### config.mk
export PLATFORM = sky130hd
export DESIGN_NAME = cs_ram_array
export DESIGN_NICKNAME = d
export VERILOG_FILES = /design/src/rtl/cs_ram_pkg.sv /design/src/rtl/cs_line_decoder.sv /design/src/rtl/cs_bit_cell.sv /design/src/rtl/cs_ram_array.sv
export SDC_FILE = /design/constraint.sdc
export NUM_CORES = 1
export LEC_CHECK = 0
export ABC_AREA = 1
export BUFFER_PORTS_ARGS = -buffer_cell sky130_fd_sc_hd__buf_2
export CELL_PAD_IN_SITES_DETAIL_PLACEMENT = 1
export CELL_PAD_IN_SITES_GLOBAL_PLACEMENT = 2
export CORE_MARGIN = 2
export CORE_UTILIZATION = 31
export DETAILED_ROUTE_END_ITERATION = 16
export PLACE_DENSITY = 0.87
export SETUP_SLACK_MARGIN = 0.1
export SLEW_MARGIN = 20
export SYNTH_ARGS = -nofsm -noshare
export SYNTH_HDL_FRONTEND = slang
export SYNTH_SLANG_ARGS = --single-unit
### constraint.sdc
create_clock -name clk -period 1.28 [get_ports clk]
set_clock_uncertainty 0.05 [all_clocks]
set_input_delay 0.256 -clock clk [delete_from_list [all_inputs] [get_ports clk]]
set_output_delay 0.256 -clock clk [all_outputs]
set_load 0.01 [all_outputs]
### src/rtl/cs_ram_pkg.sv
package cs_ram_pkg;

    typedef enum logic {
        ORG_NARROW = 1'b0,
        ORG_WIDE   = 1'b1
    } org_e;

    function automatic int word_bits(org_e org);
        return (org == ORG_WIDE) ? 2 : 1;
    endfunction

    function automatic int lane_addr_bits(org_e org);
        return (org == ORG_WIDE) ? 1 : 0;
    endfunction

    function automatic int addr_bits(int row_bits, int col_bits, org_e org);
        return row_bits + col_bits - lane_addr_bits(org);
    endfunction

endpackage

### src/rtl/cs_line_decoder.sv
module cs_line_decoder #(
    parameter int IN_W = 2,
    localparam int OUT_N = 1 << IN_W
) (
    input  logic              en,
    input  logic [IN_W-1:0]   code,
    output logic [OUT_N-1:0]  lines
);

    always_comb begin
        lines = '0;
        for (int i = 0; i < OUT_N; i++) begin
            if (en && (code == IN_W'(i))) begin
                lines[i] = 1'b1;
            end
        end
    end

endmodule

### src/rtl/cs_bit_cell.sv
module cs_bit_cell (
    input  logic clk,
    input  logic rst,
    input  logic row_sel,
    input  logic col_sel,
    input  logic wr,
    input  logic d,
    output logic q_gated
);

    logic q;
    logic hit;

    assign hit = row_sel & col_sel;

    always_ff @(posedge clk) begin
        if (rst) begin
            q <= 1'b0;
        end else if (hit && wr) begin
            q <= d;
        end
    end

    assign q_gated = q & hit;

    AST_CELL_HOLDS: assert property (@(posedge clk) disable iff (rst)
        !(row_sel && col_sel && wr) |=> $stable(q));

    AST_CELL_WRITES: assert property (@(posedge clk) disable iff (rst)
        (row_sel && col_sel && wr) |=> (q == $past(d)));

endmodule

### src/rtl/cs_ram_array.sv
module cs_ram_array
    import cs_ram_pkg::*;
#(
    parameter org_e ORG      = ORG_NARROW,
    parameter int   ROW_BITS = 2,
    parameter int   COL_BITS = 2
) (
    input  logic                                          clk,
    input  logic                                          rst,
    input  logic                                          cs,
    input  logic                                          we,
    input  logic [addr_bits(ROW_BITS, COL_BITS, ORG)-1:0] addr,
    input  logic [word_bits(ORG)-1:0]                     data_in,
    output logic [word_bits(ORG)-1:0]                     rd_data,
    output logic                                          rd_valid
);

    localparam int DW       = word_bits(ORG);
    localparam int AW       = addr_bits(ROW_BITS, COL_BITS, ORG);
    localparam int GRP_BITS = COL_BITS - lane_addr_bits(ORG);
    localparam int ROWS     = 1 << ROW_BITS;
    localparam int COLS     = 1 << COL_BITS;
    localparam int GROUPS   = 1 << GRP_BITS;
    localparam int CELLS    = ROWS * COLS;

    logic [ROWS-1:0]     row_sel;
    logic [GROUPS-1:0]   grp_sel;
    logic [CELLS-1:0]    gated;
    logic [DW-1:0]       lane_or;

    // Row decoder: always enabled, upper address bits.
    cs_line_decoder #(.IN_W(ROW_BITS)) u_row_dec (
        .en    (1'b1),
        .code  (addr[AW-1 -: ROW_BITS]),
        .lines (row_sel)
    );

    // Column decoder: enabled by chip select, picks a group of DW columns.
    cs_line_decoder #(.IN_W(GRP_BITS)) u_col_dec (
        .en    (cs),
        .code  (addr[GRP_BITS-1:0]),
        .lines (grp_sel)
    );

    // Grid: column c belongs to group c/DW and carries data lane c%DW.
    for (genvar r = 0; r < ROWS; r++) begin : g_row
        for (genvar c = 0; c < COLS; c++) begin : g_col
            cs_bit_cell u_cell (
                .clk     (clk),
                .rst     (rst),
                .row_sel (row_sel[r]),
                .col_sel (grp_sel[c / DW]),
                .wr      (we),
                .d       (data_in[c % DW]),
                .q_gated (gated[r * COLS + c])
            );
        end
    end

    always_comb begin
        lane_or = '0;
        for (int k = 0; k < CELLS; k++) begin
            lane_or[(k % COLS) % DW] = lane_or[(k % COLS) % DW] | gated[k];
        end
    end

    assign rd_valid = cs & ~we;
    assign rd_data  = rd_valid ? lane_or : '0;

    AST_NO_COL_WITHOUT_CS: assert property (@(posedge clk) disable iff (rst)
        !cs |-> (grp_sel == '0));

    AST_IDLE_DATA_ZERO: assert property (@(posedge clk) disable iff (rst)
        !rd_valid |-> (rd_data == '0));

    AST_ONE_ROW_LINE: assert property (@(posedge clk) disable iff (rst)
        $countones(row_sel) == 1);

    AST_ONE_GROUP_WHEN_CS: assert property (@(posedge clk) disable iff (rst)
        cs |-> ($countones(grp_sel) == 1));

endmodule

==> results of run 1 <==
## cells by family after synthesis
group           Yosys count  share of synthesized area
flops                    16                     0.3286
compound gates           16                    0.08472
buf+inv                  21                     0.1027
simple gates             91                     0.4840
## cell type report
class	count	area [sq um]
inverters	11	48.80
well taps	44	55.05
fillers	380	1624
flip-flops and latches	16	330.3
multi-input cells	107	640.6
clock buffers	3	22.52
repair buffers	42	306.5
## power by group
group / switching, uW / internal [uW]
combinational: 135 / 94.4
clock: 168 / 109
sequential: 2.61 / 502
total: 306 / 706
## metal layers
metal	vias up	part of all wire	GRT usage	wire, um
met5	-	0	0	0
met4	0	0.011	0.04762	35
met3	4	0.019	0.04545	60
met2	8	0.56	0.3680	1763
met1	570	0.41	0.2253	1307
li1	573	-	-	-
## synthesized netlist by cell type
cell | count | share of area
nand4_1 | 18 | 0.12
nor3_4 | 1 | 0.017
nand3_2 | 5 | 0.051
buf_1 | 1 | 0.0038
nor2_2 | 3 | 0.019
dfxtp_1 | 16 | 0.33
a211oi_1 | 1 | 0.0077
inv_1 | 5 | 0.019
buf_2 | 1 | 0.0051
clkbuf_1 | 6 | 0.023
nand3_1 | 16 | 0.082
nor2_1 | 13 | 0.050
nand2_1 | 28 | 0.11
clkinv_4 | 1 | 0.0090
buf_6 | 2 | 0.023
a21oi_1 | 15 | 0.077
nor4_1 | 3 | 0.019
nor3_1 | 3 | 0.015
inv_2 | 5 | 0.019
nand2_2 | 1 | 0.0064
## final timing paths
| path | depth (start not counted) | endpoint | start |
|---|---|---|---|
| setup / recovery | 11 | rd_data | addr[3] |
| hold / removal | 2 | g_row[1].g_col[3].u_cell.q | rst |
| setup reg to reg | 2 | g_row[0].g_col[2].u_cell.q | g_row[0].g_col[2].u_cell.q |
| hold reg to reg | 2 | g_row[1].g_col[3].u_cell.q | g_row[1].g_col[3].u_cell.q |
## per-stage QoR
stage               hold WS [ns]  total power [uW]  instance area (sq um)  utilization  setup WS [ns]
floorplan                 0.3844             611.2                   1008            -        0.06143
global placement          0.3991             698.5                   1230       0.4062        -0.3094
detailed placement        0.4139             706.7                   1230       0.4062        -0.3572
CTS                       0.3010             997.8                   1316       0.4347        -0.2618
global route              0.3098              1063                   1404       0.4636        -0.3160
finish                    0.3065              1012                   1404       0.4636        -0.2492
## worst max-delay path: stages
cell	delay (ns)
buf_6	0.10
inv_1	0.05
nand2_2	0.12
clkinv_4	0.09
nand4_1	0.10
nand2_1	0.06
nor2_2	0.10
nand2_1	0.06
nor2_2	0.12
nor2_2	0.03
buf_2	0.13
## timing repair
item | CTS | global route
pin swaps | 5 | 16
resized for setup | 12 | 20
buffers inserted | 5 | 4
endpoints found under the setup margin | 2 | 1
==> summary.md, run 1 <==
| Metric | Value |
|---|---|
| Vias in the first global route | roughly 1,200 |
| Post-CTS Hold Fix Bufs | 0 |
| DRT antenna net count | 0 |
| Peak supply drop | around 0.44 mV |
| FMAX | between 600 and 700 MHz |
| Hold Crit Class | in2reg |
| Syn Inst Count | 144 |
| Worst Tran Pin Value | ~0.35 ns |
| Pin count of the biggest net entering global routing | 17 |
| TritonRoute pass-1 iters | 4 |
| I/O pin count | 11 |
| Diodes inserted | 0 |
| Final Hold Fails | 0 |
| Reg with most FFs | g_row.g_col.u_cell.q |
| Sink Count | 16 |
| Clock Tree Buf Depth | 2 |
| DR iter-0 viols | 38 |
| Synthesized netlist net count | roughly 150 |
| Input/output buffers | 10 |
| Core area | between 3000 and 4000 sq um |
| CP Data Required Time | roughly 0.97 ns |
| Commonest non-fill, non-tap cell in the layout | buf_4 |
| First-pass GRT wire length | around 5.3 mm |
| #FFs+latches synth | 16 |
| Via count | between 1,000 and 1,500 |
| Rel. slew slack | 0.7649 |
| Final WS setup | -0.2492 ns |
| Routed vias/inst | roughly 5.2 |
| Failing checks | setup timing |
| Setup TNS | -0.2492 ns |
| Die area | around 3600 sq um |
| Leakage | between 0.0005 and 0.0006 uW |
| Number of flip-flops in the largest register | 16 |
| Dpl hpwl | between 2 and 2.5 mm |
| Synth Cell Area | between 900 and 1000 sq um |
| Most frequent cells in the layout | 36 x buf_4, 24 x nand2_1, 18 x nand4_1, 15 x nand3_1, 15 x a21oi_1 |
| R2r setup slk | approximately 0.54 ns |
| Crit path DAT | 1.22 ns |
| Layout overhead on the synthesized area | 44.03% |
| Worst skew pair latency | about 0.29 ns |
| Worst-path clk slew | 0.10 ns |
| Crit path launch type | input pin |
| CTS tree | done |
| Num CTS Buffers | 3 |
| Initial antenna violation count | 0 |
| Max cap viols | 0 |
| Critical Path Fanout Max | 5 |
| Regs by FF count | g_row.g_col.u_cell.q (16) |
| Register area share after synthesis | 0.3286 |
| Fraction of layout cells with a size suffix above 1 | 0.4693 |
| Residual DRC count | 0 |
| Die Span X | roughly 60 um |
| GRT overflow | 0 |
| Crit path capture type | output pin |
| Routed WL per cell | roughly 14 um |
| Die height | 60.07 um |
| Standard-cell rows | 20 |
| Synthesized area per cell | 6.769 sq um |
| Synth Warn # | 0 |
| Post-route insts no fill | between 200 and 250 |
| Final Cycle Share | 1.195 |
| Clock root buffer master | clkbuf_4 |
| Gpl congestion | 0.8471 |
| Layout Nets | 190 |
| # setup viols final | 1 |
| Placed Cells incl. Taps | between 200 and 250 |
| Netlist cell types | 20 |
| Crit Path Category | in2out |
| Pins Over Slew Limit | 0 |
| Starting Density | 0.3219 |
| # H-tree levels | 1 |
| RSZ-0062 raised after global routing | true |
| Routed WL | 3.167 mm |
| Fin crit period | between 1.5 and 2 ns |
| Status | finished with violations |
| Pwr dens | ~720 nW/um^2 |
| Tot GR Track Use | 0.1979 |
Power figures use the tool's default switching activity.
==> run 2: changes to the inputs <==
--- a/config.mk
+++ b/config.mk
@@ -12,8 +12,9 @@
 export CORE_MARGIN = 2
 export CORE_UTILIZATION = 31
 export DETAILED_ROUTE_END_ITERATION = 16
+export GPL_ROUTABILITY_DRIVEN = 0
 export PLACE_DENSITY = 0.87
-export SETUP_SLACK_MARGIN = 0.1
+export SETUP_SLACK_MARGIN = 0.15
 export SLEW_MARGIN = 20
 export SYNTH_ARGS = -nofsm -noshare
 export SYNTH_HDL_FRONTEND = slang
==> run 2 against run 1 <==
Against the previous run: the run still ends with setup timing left; critical path depth fell by 4; total power rose by 0.63%; cell count rose by 0.45%; critical endpoint unchanged.
==> summary.md, run 2 (same netlist as run 1, synthesis figures left out) <==
| Metric | Value |
|---|---|
| Core area | 3028 sq um (unchanged) |
| Total power | 1018 uW (+0.63%) |
| Routed vias/inst | 5.188 (+0.16%) |
| Slowest-stage cell, CP | dfxtp_1 |
| Die Span X | 60.07 um (unchanged) |
| Failing checks | setup timing |
| First-pass GRT wire length | 5.285 mm (unchanged) |
| Critical Path, Cell by Cell | nand4_1, nand2_1, nor2_2, nand2_1, nor2_2, nor2_2, buf_2 |
| CP Data Required Time | 0.97 ns (about the same) |
| Combinational fraction of design power | 0.234 (+0.007) |
| Regs by FF count | g_row.g_col.u_cell.q (16) |
| Crit path capture type | output pin |
| Rel. slew slack | 0.7517 (-0.01315) |
| Diodes inserted | 0 (unchanged) |
| Worst Tran Pin Value | 0.3724 ns (+0.02087 ns) |
| Crit Path Category | reg2out |
| Seq pwr share | 0.496 (-0.003) |
| Via count | 1,162 (+0.61%) |
| DR iter-0 viols | 33 (-13%) |
| DRT antenna net count | 0 (unchanged) |
| Clock Tree Buf Depth | 2 (unchanged) |
| Most frequent cells in the layout | 34 x buf_4, 24 x nand2_1, 18 x nand4_1, 16 x nand3_1, 13 x a21oi_1 |
| Worst-path clk slew | 0.10 ns (about the same) |
| Post-CTS Hold Fix Bufs | 0 (unchanged) |
| Num CTS Buffers | 3 (unchanged) |
| Die height | 60.07 um (unchanged) |
| CTS tree | done |
| FMAX | 654.5 MHz (about the same) |
| Die area | 3608 sq um (unchanged) |
| Layout overhead on the synthesized area | 46.21% |
| Net Switching | 305.9 uW (about the same) |
| Final WS setup | -0.2479 ns (+0.001354 ns) |
| Switch share | 0.3005 (-0.001782) |
| # setup viols final | 1 (unchanged) |
| Input/output buffers | 10 (unchanged) |
| Int Pwr | 712.0 uW (+0.88%) |
| Routed WL per cell | 14.39 um (+1.3%) |
| WHS Path Cells | 2 (unchanged) |
| Dpl hpwl | 2.259 mm (unchanged) |
| Residual DRC count | 0 (unchanged) |
| Routed WL | 3.224 mm (+1.8%) |
| Pin count of the biggest net entering global routing | 17 (unchanged) |
| GRT overflow | 0 (unchanged) |
| Tot GR Track Use | 0.1988 (+0.0008917) |
| Sink Count | 16 (unchanged) |
| Starting Density | 0.3219 (unchanged) |
| Standard-cell rows | 20 (unchanged) |
| Cell mode on critical path | nor2_2 |
| Fraction of layout cells with a size suffix above 1 | 0.4667 (-0.002607) |
| Commonest non-fill, non-tap cell in the layout | buf_4 |
| Final Cycle Share | 1.194 (about the same) |
| Crit path launch type | register |
| Leakage | 0.0005741 uW (+1.3%) |
| Hold Crit Class | in2reg |
| Clock power frac | 0.270 (-0.004) |
| Final Hold Fails | 0 (unchanged) |
| Critical Path Stages | 7 (-4) |
| Crit path DAT | 1.22 ns (about the same) |
| Worst skew pair latency | 0.29 ns (about the same) |
| Peak supply drop | 0.3876 mV (-13%) |
| Placed Cells incl. Taps | 211 (unchanged) |
| Fin util | 0.4707 (+0.007025) |
| Critical Path Fanout Max | 2 (-3) |
| Clock root buffer master | clkbuf_4 |
| Pwr dens | 714.2 nW/um^2 (-0.88%) |
| RSZ-0062 raised after global routing | true |
| Pins Over Slew Limit | 0 (unchanged) |
| Status | finished with violations |
| I/O pin count | 11 (unchanged) |
| Fin crit period | 1.528 ns (-0.001354 ns) |
| Post-route insts no fill | 224 (+0.45%) |
| # H-tree levels | 1 (unchanged) |
| Layout Nets | 191 (+0.53%) |
| Reg with most FFs | g_row.g_col.u_cell.q |
| Number of flip-flops in the largest register | 16 (unchanged) |
| Critical Path Max Stage Delay | 0.33 ns (+0.20 ns) |
| Vias in the first global route | 1,192 (-0.67%) |
| TritonRoute pass-1 iters | 4 (unchanged) |
| Reg2Reg Depth | 2 (unchanged) |
| Crit-path leading delay family | simple AND/OR/NAND/NOR gates |
| Max cap viols | 0 (unchanged) |
| WP buf/inv | 1 (-3) |
| Initial antenna violation count | 0 (unchanged) |
run 2: worst paths after layout:
check,slack [ns],start,endpoint
setup / recovery,-0.25,g_row[1].g_col[0].u_cell.q,rd_data
hold reg to reg,0.42,g_row[0].g_col[2].u_cell.q,g_row[0].g_col[2].u_cell.q
setup reg to reg,0.55,g_row[0].g_col[2].u_cell.q,g_row[0].g_col[2].u_cell.q
hold / removal,0.32,rst,g_row[3].g_col[3].u_cell.q
run 2: power by group through the flow:
stage / Clock [uW] / Combinational (uW) / Sequential (uW)
finish: 275 / 239 / 504
global placement: 0 / 183 / 516
global route: 310 / 257 / 505
CTS: 285 / 209 / 505
detailed placement: 0 / 191 / 516
floorplan: 0 / 96.1 / 515
run 2: area by class of cell:
cell class                 count  area, sq um
fill                         382         1603
multi-input combinational    107        643.1
timing repair buffer          43        329.1
sequential                    16        326.6
tap                           44        55.05
inverter                      11        48.80
clock buffer                   3        22.52
run 2: metal layers:
layer,up-vias,share of wire,global-route usage,wire length (um)
met4,0,0.011,0.04762,36
met1,571,0.41,0.2253,1306
li1,575,-,-,-
met5,-,0,0,0
met3,4,0.021,0.04545,69
met2,12,0.56,0.3711,1812
run 2: repair_timing:
item | in CTS | in global routing
hold endpoints to repair | 0 | 0
pin swaps | 5 | 20
setup buffers | 5 | 5
setup endpoints to repair | 2 | 2
resized for setup | 13 | 22
run 2: stage by stage:
stage	setup TNS, ns	area, sq um	worst slack [ns]	hold slack, ns
finish	-0.2479	1425	-0.2479	0.3190
global route	-0.3398	1425	-0.3398	0.3218
CTS	-0.2618	1320	-0.2618	0.3010
detailed placement	-0.7900	1230	-0.3572	0.4139
global placement	-0.4306	1230	-0.3094	0.3991
floorplan	0	1008	0.06143	0.3844
